### src/rtl/sfb_pkg.sv
package sfb_pkg;

    // Index width that never collapses to zero bits.
    function automatic int bits_for(input int n);
        return (n <= 1) ? 1 : $clog2(n);
    endfunction

    function automatic int wider(input int a, input int b);
        return (a > b) ? a : b;
    endfunction

    // Number of narrow lanes in one memory word.
    function automatic int lanes(input int mem_w, input int side_w);
        return mem_w / side_w;
    endfunction

endpackage

### src/rtl/sfb_pack.sv
module sfb_pack
    import sfb_pkg::*;
#(
    parameter int SRC_W = 16,
    parameter int MEM_W = 32
) (
    input  logic             clk,
    input  logic             rst,
    input  logic             in_fire,
    input  logic [SRC_W-1:0] in_data,
    input  logic             in_last,
    output logic             wr_en,
    output logic [MEM_W-1:0] wr_data,
    output logic             wr_last
);
    localparam int NL = lanes(MEM_W, SRC_W);
    localparam int LW = bits_for(NL);

    logic [LW-1:0]    lane;
    logic [MEM_W-1:0] acc;
    logic             lane_top;

    assign lane_top = (lane == LW'(NL - 1));

    // Current beat merged into the partly filled word, lowest lane first.
    always_comb begin
        wr_data = acc | (MEM_W'(in_data) << (lane * SRC_W));
        wr_en   = in_fire && (lane_top || in_last);
        wr_last = in_last;
    end

    always_ff @(posedge clk) begin
        if (rst) begin
            lane <= '0;
            acc  <= '0;
        end else if (in_fire) begin
            if (wr_en) begin
                lane <= '0;
                acc  <= '0;
            end else begin
                lane <= lane + 1'b1;
                acc  <= wr_data;
            end
        end
    end

endmodule

### src/rtl/sfb_store.sv
module sfb_store
    import sfb_pkg::*;
#(
    parameter int MEM_W    = 32,
    parameter int SEGMENTS = 4,
    parameter int DEPTH    = 4
) (
    input  logic             clk,
    input  logic             rst,
    input  logic             wr_en,
    input  logic [MEM_W-1:0] wr_data,
    input  logic             wr_last,
    output logic             has_room,
    input  logic             q_take,
    output logic             q_valid,
    output logic [MEM_W-1:0] q_data,
    output logic             q_last
);
    localparam int SW   = bits_for(SEGMENTS);
    localparam int IW   = bits_for(DEPTH);
    localparam int PW   = SW + 1;
    localparam int ROWS = SEGMENTS << IW;

    logic [MEM_W-1:0] mem [ROWS];
    logic [IW-1:0]    last_idx [SEGMENTS];

    logic [PW-1:0] wptr, rptr, fptr;   // write, read-issue, free pointers
    logic [IW-1:0] widx, ridx;
    logic [SW-1:0] wseg, rseg;
    logic          adv, can_issue, issue, rd_final;

    assign wseg      = wptr[SW-1:0];
    assign rseg      = rptr[SW-1:0];
    assign has_room  = (wptr - fptr) != PW'(SEGMENTS);
    assign adv       = !q_valid || q_take;
    assign can_issue = (rptr != wptr);
    assign issue     = adv && can_issue;
    assign rd_final  = (ridx == last_idx[rseg]);

    // Datapath storage, no reset needed.
    always_ff @(posedge clk) begin
        if (wr_en) begin
            mem[{wseg, widx}] <= wr_data;
            if (wr_last)
                last_idx[wseg] <= widx;
        end
        if (issue)
            q_data <= mem[{rseg, ridx}];
    end

    always_ff @(posedge clk) begin
        if (rst) begin
            wptr    <= '0;
            rptr    <= '0;
            fptr    <= '0;
            widx    <= '0;
            ridx    <= '0;
            q_valid <= 1'b0;
            q_last  <= 1'b0;
        end else begin
            if (wr_en) begin
                if (wr_last) begin
                    widx <= '0;
                    wptr <= wptr + 1'b1;
                end else begin
                    widx <= widx + 1'b1;
                end
            end
            if (adv)
                q_valid <= can_issue;
            if (issue) begin
                q_last <= rd_final;
                if (rd_final) begin
                    ridx <= '0;
                    rptr <= rptr + 1'b1;
                end else begin
                    ridx <= ridx + 1'b1;
                end
            end
            if (q_take && q_last)
                fptr <= fptr + 1'b1;
        end
    end

endmodule

### src/rtl/sfb_unpack.sv
module sfb_unpack
    import sfb_pkg::*;
#(
    parameter int MEM_W = 32,
    parameter int DST_W = 16
) (
    input  logic             clk,
    input  logic             rst,
    input  logic             q_valid,
    input  logic [MEM_W-1:0] q_data,
    input  logic             q_last,
    output logic             q_take,
    input  logic             dst_ready,
    output logic             dst_valid,
    output logic [DST_W-1:0] dst_data,
    output logic             dst_last
);
    localparam int NL = lanes(MEM_W, DST_W);
    localparam int LW = bits_for(NL);

    logic [LW-1:0] lane;
    logic          lane_top;
    logic          fire;

    assign lane_top  = (lane == LW'(NL - 1));
    assign fire      = q_valid && dst_ready;
    assign dst_valid = q_valid;
    assign dst_data  = q_data[lane * DST_W +: DST_W];
    assign dst_last  = q_last && lane_top;
    assign q_take    = fire && lane_top;

    always_ff @(posedge clk) begin
        if (rst)
            lane <= '0;
        else if (fire)
            lane <= lane_top ? '0 : lane + 1'b1;
    end

endmodule

### src/rtl/sfb_burst_buffer.sv
module sfb_burst_buffer
    import sfb_pkg::*;
#(
    parameter int SRC_W       = 16,
    parameter int DST_W       = 32,
    parameter int SEGMENTS    = 4,
    parameter int BURST_BYTES = 16
) (
    input  logic             clk,
    input  logic             rst,
    input  logic             src_valid,
    output logic             src_ready,
    input  logic [SRC_W-1:0] src_data,
    input  logic             src_last,
    output logic             dst_valid,
    input  logic             dst_ready,
    output logic [DST_W-1:0] dst_data,
    output logic             dst_last
);
    localparam int MEM_W = wider(SRC_W, DST_W);
    localparam int DEPTH = (BURST_BYTES * 8) / MEM_W;

    logic             wr_en, wr_last, has_room;
    logic [MEM_W-1:0] wr_data;
    logic             q_take, q_valid, q_last;
    logic [MEM_W-1:0] q_data;

    assign src_ready = has_room;

    sfb_pack #(.SRC_W(SRC_W), .MEM_W(MEM_W)) u_pack (
        .clk     (clk),
        .rst     (rst),
        .in_fire (src_valid && has_room),
        .in_data (src_data),
        .in_last (src_last),
        .wr_en   (wr_en),
        .wr_data (wr_data),
        .wr_last (wr_last)
    );

    sfb_store #(.MEM_W(MEM_W), .SEGMENTS(SEGMENTS), .DEPTH(DEPTH)) u_store (
        .clk      (clk),
        .rst      (rst),
        .wr_en    (wr_en),
        .wr_data  (wr_data),
        .wr_last  (wr_last),
        .has_room (has_room),
        .q_take   (q_take),
        .q_valid  (q_valid),
        .q_data   (q_data),
        .q_last   (q_last)
    );

    sfb_unpack #(.MEM_W(MEM_W), .DST_W(DST_W)) u_unpack (
        .clk       (clk),
        .rst       (rst),
        .q_valid   (q_valid),
        .q_data    (q_data),
        .q_last    (q_last),
        .q_take    (q_take),
        .dst_ready (dst_ready),
        .dst_valid (dst_valid),
        .dst_data  (dst_data),
        .dst_last  (dst_last)
    );

endmodule

### config.mk
export PLATFORM = sky130hd
export DESIGN_NAME = sfb_burst_buffer
export DESIGN_NICKNAME = d
export VERILOG_FILES = /design/src/rtl/sfb_pkg.sv /design/src/rtl/sfb_pack.sv /design/src/rtl/sfb_store.sv /design/src/rtl/sfb_unpack.sv /design/src/rtl/sfb_burst_buffer.sv
export SDC_FILE = /design/constraint.sdc
export NUM_CORES = 1
export LEC_CHECK = 0
export BUFFER_PORTS_ARGS = -buffer_cell sky130_fd_sc_hd__buf_2
export CORE_ASPECT_RATIO = 0.8
export CORE_UTILIZATION = 32
export DETAILED_ROUTE_END_ITERATION = 8
export PLACE_DENSITY = 0.51
export SYNTH_ARGS = -nofsm -noshare
export SYNTH_HDL_FRONTEND = slang
export SYNTH_HIERARCHICAL = 1
export SYNTH_SLANG_ARGS = --single-unit
### constraint.sdc
create_clock -name clk -period 4.46 [get_ports clk]
set_input_delay 0.669 -clock clk [delete_from_list [all_inputs] [get_ports clk]]
set_output_delay 0.669 -clock clk [all_outputs]
set_load 0.05 [all_outputs]
# ---- Word-level counts from Yosys, hierarchy flattened
# Memory sizes are Yosys's and may differ from the RTL's. A register that Yosys moved wholly into a read port is not among the register bits.
# Index checks and enable logic that the tools add are counted.
dict set report totals {
  mem_bits_rw 520
  wordCells 51
  regBits 49
  memories 2
}
dict set report op_classes {
  bitwise 2
  n_addsub 8
  n_shift 2
  n_mux 12
  eq_ne 3
  reduce_logical 12
}
# name words word_bits rd rd_clocked_by_memory_dff write_ports line
set memory_table {}
lappend memory_table {u_store.mem 16 32 1 1 1 sfb_store.sv:24} ;# logic [MEM_W-1:0] mem [ROWS];
lappend memory_table {u_store.last_idx 4 2 1 1 1 sfb_store.sv:25} ;# logic [IW-1:0] last_idx [SEGMENTS];
# op n
set op_table {}
lappend op_table {{32-bit 2-to-1 mux} 1}
lappend op_table {{32-bit OR} 1}
lappend op_table {{32-bit by 7-bit variable part select with 32-bit output} 1}
lappend op_table {{16-bit by 5-bit left shift with 32-bit output} 1}
lappend op_table {{3-bit by 1-bit adder with 3-bit output (second input constant)} 3}
lappend op_table {{2-bit 2-to-1 mux} 4}
lappend op_table {{1-bit logical AND} 7}
lappend op_table {{1-bit 2-to-1 mux} 7}
lappend op_table {{2-bit by 1-bit adder with 2-bit output (second input constant)} 2}
lappend op_table {{2-bit AND reduction} 2}
lappend op_table {{3-bit != test} 1}
lappend op_table {{3-bit != test (second input constant)} 1}
lappend op_table {{3-bit subtractor} 1}
lappend op_table {{1-bit adder (second input constant)} 2}
lappend op_table {{2-bit == test} 1}
lappend op_table {{1-bit logical OR} 2}
lappend op_table {{1-bit logical NOT} 1}
lappend op_table {{1-bit inverter} 1}

# ---- Logic depth before layout (Yosys ltp)
# Gate-level depths: netlist of run 1.
dict set report depth {
  depth_word 7
  ltp_mapped 12
  mapped_depth_nobuf 10
}

# ---- Cells and area by module
# Netlist of run 1, hierarchy kept.
# mod cells_each area_per_inst_um2 instances seq_area_each_um2
set by_module_without_submodules {}
lappend by_module_without_submodules {sfb_store 878 21481.9 1 16916.2}
lappend by_module_without_submodules {sfb_pack 131 1302.5 1 660.6}
lappend by_module_without_submodules {sfb_unpack 35 261.5 1 0.0}
lappend by_module_without_submodules {sfb_burst_buffer 1 6.3 1 0.0}

# ---- Worst setup path before layout of run 1
# Ideal clock, no wire load.
dict set report synth_path {
  path_kind {in2reg}
  start {input port dst_ready}
  end {register with a tool-made name}
  t_required_ns 4.339
  stages 6
  setup_ns 0.121
  path_slack_ns 0.633
  arrival_time_ns 3.706
  path_buffers 0
  path_cell_list {and2_1 > nor2b_1 > a31oi_1 > inv_1 > nor3_2 > mux2_2}
}
# element line
set synth_rtl {}
lappend synth_rtl {{from (decl)} sfb_burst_buffer.sv:16} ;# input logic dst_ready,

# ---- Final worst setup path of run 1
dict set report layout_path {
  start {register u_store.wptr[0]}
  end {memory u_store.mem[10][11] (enable)}
}
dict set report layout_between {
  elab_chain_cells 6
}
# element line
set layout_rtl {}
lappend layout_rtl {{from (decl)} sfb_store.sv:27} ;# logic [PW-1:0] wptr, rptr, fptr;
lappend layout_rtl {{from (signal assigned)} sfb_store.sv:64} ;# wptr <= wptr + 1'b1;
lappend layout_rtl {{3-bit subtractor} sfb_store.sv:34} ;# assign has_room = (wptr - fptr) != PW'(SEGMENTS);
lappend layout_rtl {{3-bit != test} sfb_store.sv:34}
lappend layout_rtl {{1-bit logical AND} sfb_burst_buffer.sv:33} ;# .in_fire (src_valid && has_room),
lappend layout_rtl {{1-bit logical AND} sfb_pack.sv:28} ;# wr_en = in_fire && (lane_top || in_last);
lappend layout_rtl {{via wr_en} sfb_burst_buffer.sv:23} ;# logic wr_en, wr_last, has_room;
lappend layout_rtl {{1-bit 2-to-1 mux} sfb_store.sv:42} ;# if (wr_en) begin
lappend layout_rtl {{1-bit 2-to-1 mux (implied by the code)} sfb_store.sv:43} ;# mem[{wseg, widx}] <= wr_data;
lappend layout_rtl {{to (decl)} sfb_store.sv:24}
# The timed path passes the listed nets, and every way through them passes these cells.

==> results of run 1 <==
## cell usage in the layout (no fill, tap or decap), types with 2 or more instances in the layout
cell                         instances
sky130_fd_sc_hd__a21o_1             32
sky130_fd_sc_hd__a21oi_1            22
sky130_fd_sc_hd__and2_1              2
sky130_fd_sc_hd__and3_1              4
sky130_fd_sc_hd__and3_2             16
sky130_fd_sc_hd__buf_12              2
sky130_fd_sc_hd__buf_2              55
sky130_fd_sc_hd__buf_4              35
sky130_fd_sc_hd__bufinv_16          10
sky130_fd_sc_hd__clkbuf_1            8
sky130_fd_sc_hd__clkbuf_16          57
sky130_fd_sc_hd__clkinv_1           15
sky130_fd_sc_hd__clkinv_2           11
sky130_fd_sc_hd__clkinvlp_4          2
sky130_fd_sc_hd__dfxtp_1            46
sky130_fd_sc_hd__dfxtp_4             3
sky130_fd_sc_hd__edfxtp_1          552
sky130_fd_sc_hd__ha_1               12
sky130_fd_sc_hd__inv_1               9
sky130_fd_sc_hd__inv_16              2
sky130_fd_sc_hd__mux2_2              4
sky130_fd_sc_hd__mux2i_1             7
sky130_fd_sc_hd__mux4_2            160
sky130_fd_sc_hd__nand2_1             8
sky130_fd_sc_hd__nand2b_1            3
sky130_fd_sc_hd__nand3_1             6
sky130_fd_sc_hd__nor2_1              8
sky130_fd_sc_hd__nor2b_1             4
sky130_fd_sc_hd__nor3_1             16
sky130_fd_sc_hd__nor3b_1            16
sky130_fd_sc_hd__o21ai_0             2
sky130_fd_sc_hd__o31ai_1             2
sky130_fd_sc_hd__xnor2_1             7
sky130_fd_sc_hd__xor2_1              2
## worst reg2reg max path, stage by stage (launching register included)
cell	delay (ps)
sky130_fd_sc_hd__dfxtp_1	400
sky130_fd_sc_hd__inv_1	130
sky130_fd_sc_hd__ha_1	210
sky130_fd_sc_hd__nor2b_1	140
sky130_fd_sc_hd__xnor2_1	120
sky130_fd_sc_hd__nand3_1	110
sky130_fd_sc_hd__and2_1	140
sky130_fd_sc_hd__buf_4	240
sky130_fd_sc_hd__o21a_2	300
sky130_fd_sc_hd__and3_2	1030
## sequential cells by signal, indices dropped and copies added, names as in the netlist, 2 cells and up, named ones only
signal,cells
u_store/widx,2
u_store/q_data,32
u_store/mem,512
u_pack/acc,32
u_store/last_idx,8
u_store/wptr,3
u_store/ridx,2
u_store/rptr,3
u_store/fptr,3
## power by group through the flow
stage	Sequential (mW)	Combinational, mW	Clock, mW
finish	6.38	1.24	5.03
global route	6.39	1.33	5.36
floorplan	6.48	0.974	0
CTS	6.38	1.27	5.17
detailed placement	6.50	1.27	0
global placement	6.50	1.26	0
## kinds of logic (layout without fill, tap and decap cells)
| kind of cell | count (synthesis) | in the layout | synth area share (%) |
|---|---|---|---|
| DFF | 602 | 602 | 76.2 |
| muxes | 172 | 172 | 16.2 |
| buffers and inverters | 98 | 207 | 2.43 |
| and+or+nand+nor | 88 | 88 | 2.23 |
| AOI/OAI and AO/OA | 64 | 64 | 1.91 |
| adders and majority gates | 12 | 12 | 0.651 |
| xor gates and xnor gates | 9 | 9 | 0.342 |
## cell type report
type                       count  area [µm²]
fill                        6388       44600
sequential                   602       17600
multi-input combinational    345        4950
clock buffer                  65        1460
tap                          934        1170
timing repair buffer          92         578
clock inverter                41         475
inverter                       9        33.8
## per-stage QoR
step	worst slack [ps]	utilization, %	std cells
final	1240	37.0	2088
after global placement	1230	34.3	1982
after CTS	1220	37.0	2088
after detailed placement	1230	34.3	1982
after floorplan	633	-	1045
after global routing	1060	37.0	2088
## worst min-delay path by stage
stage	start	to	slack [ps]	cells after the start
floorplan	u_store/fptr[1]	u_store/fptr[1]	450	2
global placement	u_pack/acc[30]	u_pack/acc[30]	460	1
detailed placement	u_pack/acc[30]	u_pack/acc[30]	470	1
CTS	src_data[6]	u_pack/acc[6]	380	3
global route	src_data[12]	u_pack/acc[12]	400	3
finish	src_data[6]	u_pack/acc[6]	410	3
## per-layer routing
| metal | global-route usage, % | part of all wire (%) | up-vias |
|---|---|---|---|
| met2 | 20.9 | 43 | 300 |
| met1 | 23.0 | 49 | 5744 |
| met5 | 0 | 0.065 | - |
| li1 | - | - | 4447 |
| met3 | 3.43 | 6.5 | 73 |
| met4 | 3.59 | 1.7 | 6 |
==> results.cfg, run 1 <==
[status]
run_status = finished, violations left
violations = DRC

[floorplan]
rows = 87
initial_core_util_pct = 32.5
fp.dieH_um = 242
pin_count = 56
core_area_um2 = 70900
die_x_um = 302
floorplan.die_area_um2 = 73100

[sta]
worst_slew_pin_slew_ps = 1200
period_minus_slack_ps = 3220
slew_violations = 0
final-hold-violation-count = 0
setup_repair_after_global_routing_missed_its_margin = false
timing.clock.skew_ps = 21.4
fin_setup_tns_ps = 0
fmax_mhz = 311
finalCritPeriodShare_pct = 72.2
timing.final.setup_violations = 0
max-slew-margin-rel_pct = 20.3
hold_ws_ps = 406

[worst_setup_path]
criticalPathCategory = flop to flop
regToRegSetupSlack_ps = 1240
cp_num_buf_inv = 2
path_cells = inv_1, ha_1, nor2b_1, xnor2_1, nand3_1, and2_1, buf_4, o21a_2, and3_2
cp_data_required_time_ps = 4690
setup.worst_path.end_class = flop
reg2reg_to = u_store/mem[10][11]
regToRegStartpoint = u_store/wptr[0]
timing.critical_path.arrival_ps = 3450
timing.critical_path.fanout_max = 32
max_stage_delay_ps = 1030
path_depth = 9
cpMaxStageDelayCell = sky130_fd_sc_hd__and3_2
setup.worst_path.end = u_store/mem[10][11]
crit_path_start = u_store/wptr[0]
reg2regPathDepth = 9
start_kind = flop
critical-path-top-delay-family = simple AND/OR/NAND/NOR gates

[place]
detailedPlacementHpwl_um = 32600
dpl_cell_area_um2 = 24300
io_buffer_count = 55
finalWeightedCongestion = 0.733

[clock_network]
cts_made_buffers = 56
clock_insertion_delay_worst_skew_ps = 620
clkTransAtPathRegs_ps = 60
clockBufferDepth = 3
ctsHoldBuffers = 0
clock_tree.htree_level_count = 2
cts_resized = 0
total_number_of_clock_tree_sinks = 602
post_cts_buffers = 0
tritoncts = built
clock_root_buffer = sky130_fd_sc_hd__clkbuf_16

[synth]
synth-warning-count = 6
syn-num-nets = 1078
ys_dominant_reg_cell = sky130_fd_sc_hd__edfxtp_1
netlist-cell-type-count = 39
synth_cells = 1045
synth_edf_count = 552
ys_ff_latch = 602
post-synth-top-area-fraction_pct = 71.9
share_of_flip_flops_with_an_asynchronous_set_or_reset_after_synthesis_pct = 0
synth.area.top_cells = sky130_fd_sc_hd__edfxtp_1 72%, sky130_fd_sc_hd__mux4_2 16%, sky130_fd_sc_hd__dfxtp_1 4.3%
synth_top_cell_by_area = sky130_fd_sc_hd__edfxtp_1
synthesis.area_per_instance_um2 = 22.1
netlist_area_um2 = 23100
yosysMostFrequentCell = sky130_fd_sc_hd__edfxtp_1
synth_commonest_cells = 552 x sky130_fd_sc_hd__edfxtp_1, 160 x sky130_fd_sc_hd__mux4_2, 50 x sky130_fd_sc_hd__dfxtp_1, 36 x sky130_fd_sc_hd__buf_4, 32 x sky130_fd_sc_hd__a21o_1
synth.yosys.seq_area_share_pct = 76.2

[routing]
wire_per_inst_um = 26.0
post_drt_via_cell_ratio = 5.06
drcViolationCount = 5
drt_first_pass_iters = 9
drt-total-wl_um = 54200
dr_total_vias = 10600
antenna_violating_nets_post_route = 0
dr.first_iter.drc_count = 986

[layout]
syn_to_final_growth_pct = 13.9
fin_area_um2 = 26300
drive_gt1_share_pct = 31.6
nets = 1139
antenna_cells = 0

[pwr]
portion_of_total_power_attributed_to_combinational_logic_pct = 9.8
p_int_mw = 9.73
p_sw_mw = 2.91
p_clk_share_pct = 39.8
power.leakage_nw = 8.20
switching_share_pct = 23.0
pwr_dens_nw_per_um2 = 482
p_total_mw = 12.6
vdd_ir_drop_max_mv = 0.261
power.sequential.fraction_pct = 50.4

[global_routing]
globalRouteTotalUtil_pct = 14.9
grt_start_max_net_pins = 57
grt_overflow_total = 0
first_pass_grt_wire_length_um = 78200
number_of_global_route_vias_before_repair = 10800
antenna_violations_before_repair = 5

[worst_hold_path]
holdCritPathClass = input port to flop

[flow_run]
maxCapViolations = 0
(Power assumes the default switching activity.)
==> run 2: changes to the inputs <==
--- a/config.mk
+++ b/config.mk
@@ -9,7 +9,7 @@
 export CORE_ASPECT_RATIO = 0.8
 export CORE_UTILIZATION = 32
 export DETAILED_ROUTE_END_ITERATION = 8
-export PLACE_DENSITY = 0.51
+export PLACE_DENSITY = 0.53
 export SYNTH_ARGS = -nofsm -noshare
 export SYNTH_HDL_FRONTEND = slang
 export SYNTH_HIERARCHICAL = 1
==> constraint.sdc (replaced) <==
create_clock -name clk -period 2.7 [get_ports clk]
set_input_delay 0.405 -clock clk [delete_from_list [all_inputs] [get_ports clk]]
set_output_delay 0.405 -clock clk [all_outputs]
set_load 0.05 [all_outputs]
==> run 2 against run 1 <==
Effect of this change: the run still ends with DRC left; combinational power is 78% higher; worst setup slack got worse by 1100 ps; critical endpoint is now u_store/mem[2][25]; flip-flop and latch count stayed put; largest cell class unchanged; critical path depth stayed put; first-iteration DRC count grew 15%; final cell count rose by 1.2%; via count grew 0.81%.
==> results.cfg, run 2 (synthesis results as in run 1) <==
[status]
run_status = finished, violations left
violations = DRC

[global_routing]
number_of_global_route_vias_before_repair = 10900
grt_start_max_net_pins = 36
globalRouteTotalUtil_pct = 15.4
antenna_violations_before_repair = 3
first_pass_grt_wire_length_um = 80300
grt_overflow_total = 0

[routing]
antenna_violating_nets_post_route = 0
drt_first_pass_iters = 9
drcViolationCount = 2
dr.first_iter.drc_count = 1135
drt-total-wl_um = 56000
dr_total_vias = 10700
wire_per_inst_um = 26.5
post_drt_via_cell_ratio = 5.04

[worst_setup_path]
cpMaxStageDelayCell = sky130_fd_sc_hd__dfxtp_1
max_stage_delay_ps = 390
timing.critical_path.fanout_max = 23
path_depth = 9
regToRegStartpoint = u_store/wptr[0]
setup.worst_path.end_class = flop
regToRegSetupSlack_ps = 190
cp_data_required_time_ps = 3000
path_cells = inv_1, ha_1, nor2b_1, xnor2_1, nand3_4, and2_1, o21a_4, and3_4, buf_12
criticalPathCategory = flop to flop
reg2regPathDepth = 9
start_kind = flop
critical-path-top-delay-family = simple AND/OR/NAND/NOR gates
timing.critical_path.arrival_ps = 2820
cp_num_buf_inv = 2
reg2reg_to = u_store/mem[2][25]

[pwr]
pwr_dens_nw_per_um2 = 778
power.leakage_nw = 8.36
vdd_ir_drop_max_mv = 0.672
p_total_mw = 20.9

[flow_run]
maxCapViolations = 0

[sta]
slew_violations = 0
finalCritPeriodShare_pct = 93.1
final-hold-violation-count = 0
setup_repair_after_global_routing_missed_its_margin = false
fin_setup_tns_ps = 0
timing.clock.skew_ps = 16.4
max-slew-margin-rel_pct = 42.6
worst_slew_pin_slew_ps = 862
fmax_mhz = 398
timing.final.setup_violations = 0
period_minus_slack_ps = 2510

[floorplan]
rows = 87
initial_core_util_pct = 32.5
floorplan.die_area_um2 = 73100
die_x_um = 302
core_area_um2 = 70900
pin_count = 56
fp.dieH_um = 242

[clock_network]
clock_root_buffer = sky130_fd_sc_hd__clkbuf_16
cts_resized = 0
clock_insertion_delay_worst_skew_ps = 620
clkTransAtPathRegs_ps = 60
total_number_of_clock_tree_sinks = 602
clockBufferDepth = 3
post_cts_buffers = 0
clock_tree.htree_level_count = 2
tritoncts = built
ctsHoldBuffers = 0
cts_made_buffers = 57

[layout]
antenna_cells = 0
seqCellArea_um2 = 17600
nets = 1167
most_common_cell_after_layout_fill_and_taps_aside = sky130_fd_sc_hd__edfxtp_1
largest-register = u_store/mem
syn_to_final_growth_pct = 16.2
drive_gt1_share_pct = 32.5
mostFrequentLayoutCells = 552 x sky130_fd_sc_hd__edfxtp_1, 160 x sky130_fd_sc_hd__mux4_2, 58 x sky130_fd_sc_hd__clkbuf_16, 55 x sky130_fd_sc_hd__buf_2, 46 x sky130_fd_sc_hd__dfxtp_1
fill_cells = 6384
area_taken_by_multi_input_logic_gates_um2 = 5030
reg.largest.list = u_store/mem x512, u_pack/acc x32, u_store/q_data x32
largest_register_ffs = 512

[worst_hold_path]
holdPathStages = 3
holdCritPathClass = input port to flop
hold-path-endpoint = u_pack/acc[10]
hold_path.startpoint = src_data[10]

[place]
io_buffer_count = 55
detailedPlacementHpwl_um = 35900
finalWeightedCongestion = 0.750
run 2: cell count changes in the layout (fill, tap and decap cells not counted), sizes merged:
cell,delta
buf,+27
clkinv,-6
bufinv,-3
clkbuf,+10
clkinvlp,-2
run 2: how the worst max path moves through the flow:
stage	from	end	slack [ps]
2_1_floorplan	u_store/wptr[0]	u_store/mem[10][0]	40
3_3_place_gp	u_store/wptr[0]	u_store/wptr[2]	200
3_5_place_dp	u_store/wptr[0]	u_store/mem[14][20]	190
4_1_cts	u_store/wptr[0]	u_store/mem[2][22]	160
5_1_grt	u_store/wptr[0]	u_store/mem[14][13]	20
6_report	u_store/wptr[0]	u_store/mem[2][25]	190
run 2: layer usage:
metal  wire length, µm  vias to the layer above  track usage, %
li1                  -                     4494               -
met1             26300                     5767            23.1
met2             25000                      330            22.9
met3              3860                       65            3.57
met4               750                        0            2.87
met5                 0                        -               0
run 2: report_power, final:
group	leakage [nW]	total [mW]	internal (mW)	switching, mW
combinational	2.13	2.21	0.880	1.33
sequential	5.32	10.6	10.5	0.115
clock	0.906	8.08	4.64	3.43
total	8.36	20.9	16.0	4.88
run 2: cell type report:
type	count	share of cell area, %
Sequential cell	602	65.6
Multi-Input combinational cell	345	18.8
Clock buffer	75	5.69
Tap cell	934	4.36
Timing Repair Buffer	119	4.14
Clock inverter	30	1.27
Inverter	9	0.126
run 2: worst min-delay path: stages:
cell	delay (ps)
sky130_fd_sc_hd__buf_2	100
sky130_fd_sc_hd__a21oi_1	60
sky130_fd_sc_hd__nor3_1	110
run 2: stage by stage:
step	setup WS (ps)	util (%)	instances	area, µm²	hold WS, ps
finish	186	37.8	2114	26800	117
global route	19.7	37.8	2114	26800	131
CTS	158	37.8	2114	26800	88.8
detailed placement	187	35.2	2009	24900	467
global placement	199	35.2	2009	24900	463
floorplan	35.5	-	1045	23200	453
